--- src/rtl/i2c_group_target.sv ---
module i2c_group_target #(
  parameter int GROUPS = 3,
  localparam int GW = (GROUPS > 1) ? $clog2(GROUPS) : 1
) (
  input  logic          clk,
  input  logic          rst_n,
  input  logic          scl_i,
  input  logic          sda_i,
  output logic          sda_o,
  input  logic          strap_hi,
  input  logic [3:0]    strap_lo,
  output logic          in_txn,
  output logic [GW-1:0] grp_idx,
  output logic [7:0]    reg_addr,
  output logic [7:0]    wr_data,
  output logic          wr_en,
  input  logic [7:0]    rd_data
);
  localparam logic [6:0] NG = 7'(GROUPS);

  typedef enum logic [2:0] {S_IDLE, S_ADDR, S_AACK, S_WR, S_WACK, S_RD, S_MACK, S_SKIP} st_t;
  st_t st;

  logic [2:0] scl_p, sda_p;
  logic [7:0] sh, tx;
  logic [3:0] cnt;
  logic       rw, first;

  wire scl_s = scl_p[1];
  wire sda_s = sda_p[1];
  wire scl_rise = scl_p[1] & ~scl_p[2];
  wire scl_fall = ~scl_p[1] & scl_p[2];
  wire start = scl_p[1] & scl_p[2] & sda_p[2] & ~sda_p[1];
  wire stop  = scl_p[1] & scl_p[2] & ~sda_p[2] & sda_p[1];

  wire [6:0] base = {strap_hi, 2'b10, strap_lo};
  wire [6:0] off  = sh[7:1] - base;
  wire       hit  = off < NG;

  always_ff @(posedge clk or negedge rst_n) begin
    if (!rst_n) begin
      scl_p <= 3'b111; sda_p <= 3'b111;
      st <= S_IDLE; sda_o <= 1'b1; in_txn <= 1'b0;
      sh <= '0; tx <= '0; cnt <= '0; rw <= 1'b0; first <= 1'b0;
      grp_idx <= '0; reg_addr <= '0; wr_data <= '0; wr_en <= 1'b0;
    end else begin
      scl_p <= {scl_p[1:0], scl_i};
      sda_p <= {sda_p[1:0], sda_i};
      wr_en <= 1'b0;
      if (wr_en) reg_addr <= reg_addr + 8'd1;
      if (start) begin
        st <= S_ADDR; cnt <= '0; sda_o <= 1'b1; in_txn <= 1'b1;
      end else if (stop) begin
        st <= S_IDLE; sda_o <= 1'b1; in_txn <= 1'b0;
      end else begin
        case (st)
          S_ADDR, S_WR: begin
            if (scl_rise) begin
              sh <= {sh[6:0], sda_s};
              cnt <= cnt + 4'd1;
            end else if (scl_fall && cnt == 4'd8) begin
              cnt <= '0;
              if (st == S_ADDR) begin
                if (hit) begin
                  grp_idx <= off[GW-1:0]; rw <= sh[0]; sda_o <= 1'b0; st <= S_AACK;
                end else st <= S_SKIP;
              end else begin
                sda_o <= 1'b0; st <= S_WACK;
                if (first) begin reg_addr <= sh; first <= 1'b0; end
                else begin wr_data <= sh; wr_en <= 1'b1; end
              end
            end
          end
          S_AACK: if (scl_fall) begin
            cnt <= '0;
            if (rw) begin
              tx <= rd_data; sda_o <= rd_data[7]; reg_addr <= reg_addr + 8'd1; st <= S_RD;
            end else begin
              sda_o <= 1'b1; first <= 1'b1; st <= S_WR;
            end
          end
          S_WACK: if (scl_fall) begin sda_o <= 1'b1; st <= S_WR; end
          S_RD: begin
            if (scl_rise) cnt <= cnt + 4'd1;
            else if (scl_fall) begin
              if (cnt == 4'd8) begin
                sda_o <= 1'b1; cnt <= '0; st <= S_MACK;
              end else begin
                sda_o <= tx[6]; tx <= {tx[6:0], 1'b0};
              end
            end
          end
          S_MACK: if (scl_rise) st <= sda_s ? S_SKIP : S_AACK;
          default: ;
        endcase
      end
    end
  end

  logic unused_scl;
  assign unused_scl = scl_s;
endmodule

--- config.mk ---
export PLATFORM = sky130hd
export DESIGN_NAME = i2c_group_target
export DESIGN_NICKNAME = d
export VERILOG_FILES = /design/src/rtl/i2c_group_target.sv
export SDC_FILE = /design/constraint.sdc
export NUM_CORES = 1
export LEC_CHECK = 0
export BUFFER_PORTS_ARGS = -buffer_cell sky130_fd_sc_hd__buf_2
export CORE_ASPECT_RATIO = 0.5
export CORE_MARGIN = 3
export CORE_UTILIZATION = 45
export CTS_CLUSTER_SIZE = 30
export DETAILED_ROUTE_END_ITERATION = 6
export GPL_TIMING_DRIVEN = 0
export PLACE_DENSITY = 0.65
export SLEW_MARGIN = 20
export SYNTH_ARGS = -nofsm -noshare
export SYNTH_HDL_FRONTEND = slang
export SYNTH_SLANG_ARGS = --single-unit
--- constraint.sdc ---
create_clock -name clk -period 3.38 [get_ports clk]
set_clock_uncertainty 0.1 [all_clocks]
set_input_delay 0.676 -clock clk [delete_from_list [all_inputs] [get_ports clk]]
set_output_delay 0.676 -clock clk [all_outputs]
set_load 0.01 [all_outputs]
==> results.cfg <==
[run_status]
status = finished, final reports clean

[layout]
final_layout_size_suffix_gt1_frac = 0.291
areaGrowthSynthToFinish_pct = 15.2
diodes = 0
nets = 374
filler_cell_count = 587
design_area_um2 = 3580

[worst_setup_path]
ff2ff_setup_slack_ns = 0.85
cp_slowest_stage_delay_ns = 0.42
worstSetupStartpointType = flip-flop
critical_path.reg2reg.endpoint = sda_o
crit_path_max_fanout = 4
worst-setup-path-type = reg2reg
critical_path.cell_chain = inv_1, ha_1, inv_1, fa_1, xor2_1, a2111oi_2, o21ai_0, a21oi_1, mux2i_1
crit_slowest_cell = sky130_fd_sc_hd__dfrtp_1
worst_path_dominant_cell_family = compound AO/OA/AOI/OAI gates
rr_worst_depth = 9
worstReg2RegStart = sh[1]
timing.critical_path.buf_inv = 2
cp_common_cell = sky130_fd_sc_hd__inv_1
crit_required_ns = 3.50
endpoint_kind = flip-flop
worstPathArrival_ns = 2.66

[routing]
initialDrtViolationCount = 192
wl_per_cell_um = 15.0
route.detailed.drc = 0
ant_nets = 0
first_pass_iters = 4
avgViaCountPerCell = 5.61
routed_wl_um = 6530
vias = 2439

[clocking]
clk_pin_slew_worst_paths_ns = 0.07
cts.repair.resized = 0
clk_latency_ns = 0.29
cts-root-to-sink-buffers = 2
cts_root_buf = sky130_fd_sc_hd__clkbuf_16
cts_htree_levels = 2
clock-sinks = 51
postCtsSetupRepairBufs = 0
ctsHoldBuffers = 0
cts_made_buffers = 5
clock_tree_from_tritoncts = done

[job]
timing.max_cap.violations = 0

[yosys]
portion_of_the_post_synthesis_area_used_by_sequential_elements = 0.413
synth_nets = 330
post-synth-top-count-cell = sky130_fd_sc_hd__dfrtp_1
synthCells = 302
synthDominantCellAreaShare = 0.354
synth_ff_type = sky130_fd_sc_hd__dfrtp_1
synth.largest_area_cell = sky130_fd_sc_hd__dfrtp_1
ys.warnings.count = 0
netlist_area_um2 = 3110
synthTopCellsByArea = sky130_fd_sc_hd__dfrtp_1, sky130_fd_sc_hd__dfstp_2, sky130_fd_sc_hd__mux2_4, sky130_fd_sc_hd__mux2_2, sky130_fd_sc_hd__ha_1
async_flop_share = 1.00
synth_seq_cells = 51
yosys.cell_types.count = 63
synth-edff-count = 0
avgSynthCellArea_um2 = 10.3
yosys-top-cells-count = sky130_fd_sc_hd__dfrtp_1, sky130_fd_sc_hd__o21ai_0, sky130_fd_sc_hd__nand2_1

[die]
initial_core_util = 0.487
dieHeight_um = 64.8
ios = 38
floorplan.die_area_um2 = 8000
floorplan.core_area_um2 = 6380
fp-row-count = 20
dieWidth_um = 124

[grt]
grt-ovfl-total = 0
pin_count_of_the_biggest_net_entering_global_routing = 52
grt_util_all_layers = 0.180
number_of_antenna_violations_at_the_first_check_in_global_routing = 0
grt_pass1_wl_um = 11300
first_global_vias = 2362

[placement]
numPortBuffers = 37
postPlaceCellArea_um2 = 3410
dp_hpwl_um = 4870
gp_congestion = 0.871

[pwr]
power.density_cell_area_nw_per_um2 = 620
totalPowerFinal_w = 0.00222
vdd.ir_drop.worst_mv = 0.280
leakage_nw = 1.65

[sta]
worst_slew_pin_slew_ns = 0.632
fmax_ghz = 0.395
finalWorstPathRequiredPeriod_ns = 2.53
fin_tns_setup_ns = 0
rsz0062_at_grt = false
setup_viol = 0
slew-limit-headroom = 0.579
slew_violations = 0
min_period_over_period = 0.749
report.final.hold_viol_count = 0

[hold_path]
timing.hold.worst.class = reg2reg
startpoint_of_the_most_critical_hold_path = sda_p[0]
worst_hold_path.num_cells = 0
hold_path_end = sda_p[1]
## kinds of logic (layout without fill, tap and decap cells)
group,after synthesis,in the layout,share of synthesized area
simple gates,94,94,0.169
compound gates,69,69,0.150
flops,51,51,0.413
mux,37,37,0.145
buf+inv,30,75,0.0463
fa+ha+maj,11,11,0.0467
xor+xnor,10,10,0.0306
## worst reg2reg max path: stages (launching register included)
cell                        delay [ns]
sky130_fd_sc_hd__dfrtp_1          0.42
sky130_fd_sc_hd__inv_1            0.09
sky130_fd_sc_hd__ha_1             0.16
sky130_fd_sc_hd__inv_1            0.06
sky130_fd_sc_hd__fa_1             0.37
sky130_fd_sc_hd__xor2_1           0.18
sky130_fd_sc_hd__a2111oi_2        0.32
sky130_fd_sc_hd__o21ai_0          0.27
sky130_fd_sc_hd__a21oi_1          0.29
sky130_fd_sc_hd__mux2i_1          0.21
## metal layers
metal,up-vias,GRT usage,share of wire
li1,1190,-,-
met3,12,0.0410,0.046
met4,0,0.0552,0.016
met5,-,0,0
met2,50,0.281,0.46
met1,1187,0.249,0.48
## metrics by stage
stage | instances | setup slack [ns] | utilization | hold slack [ns]
2_1_floorplan | 302 | 0.939 | - | 0.245
3_3_place_gp | 427 | 0.629 | 0.533 | 0.247
3_5_place_dp | 427 | 0.635 | 0.534 | 0.247
4_1_cts | 435 | 0.864 | 0.561 | 0.257
5_1_grt | 435 | 0.644 | 0.561 | 0.260
6_report | 435 | 0.848 | 0.561 | 0.256
## where the power goes
part	internal, W	switching (W)	leakage (nW)
clock	0.000368	0.000221	0.0868
sequential	0.000745	0.000121	0.650
combinational	0.000348	0.000418	0.916
total	0.00146	0.000760	1.65
## how the worst max path moves through the flow
stage / startpoint / endpoint / slack [ns] / depth (start not counted)
CTS: sh[1] / sda_o / 0.86 / 9
floorplan: strap_lo[0] / grp_idx[0] / 0.94 / 7
detailed placement: strap_lo[0] / sda_o / 0.64 / 9
global route: sh[1] / sda_o / 0.64 / 9
global placement: strap_lo[0] / sda_o / 0.63 / 8
finish: sh[1] / sda_o / 0.85 / 9
## layout by cell type, fill, tap and decap left out, drive strengths merged, types with 2 or more instances in the layout
| cell type | instances |
|---|---|
| xnor2 | 3 |
| nor2b | 2 |
| nand2b | 8 |
| nor2 | 18 |
| a21oi | 11 |
| nand3b | 2 |
| a211oi | 4 |
| o2111ai | 2 |
| a221oi | 2 |
| a41oi | 2 |
| dfstp | 7 |
| and3b | 2 |
| nand4 | 3 |
| or3 | 5 |
| a31oi | 3 |
| dfrtp | 44 |
| o32ai | 2 |
| o21ai | 25 |
| inv | 15 |
| o22ai | 4 |
| xor2 | 7 |
| nand2 | 25 |
| or2 | 4 |
| o2bb2ai | 2 |
| nand3 | 8 |
| nor3 | 3 |
| and3 | 3 |
| nor4 | 2 |
| mux2 | 27 |
| clkbuf | 15 |
| nand4b | 2 |
| ha | 10 |
| mux2i | 10 |
| o221ai | 2 |
| buf | 43 |
## area by class of cell
cell class / count / area [um^2] / share of cell area
well taps: 88 / 110 / 0.0308
clock buffers: 6 / 139 / 0.0388
clock inverters: 2 / 35.0 / 0.00979
inverters: 15 / 56.3 / 0.0157
flip-flops and latches: 51 / 1280 / 0.359
multi-input cells: 221 / 1680 / 0.469
repair buffers: 37 / 188 / 0.0524
plain buffers: 15 / 87.6 / 0.0245
## flip-flops by register name (all words and copies together) (netlist names)
name      flops
rw            1
grp_idx       2
scl_p         3
cnt           4
sda_p         3
in_txn        1
sh            8
reg_addr      8
sda_o         1
tx            7
st            3
wr_data       8
first         1
wr_en         1
No activity file was read; power rests on OpenSTA's default activity.
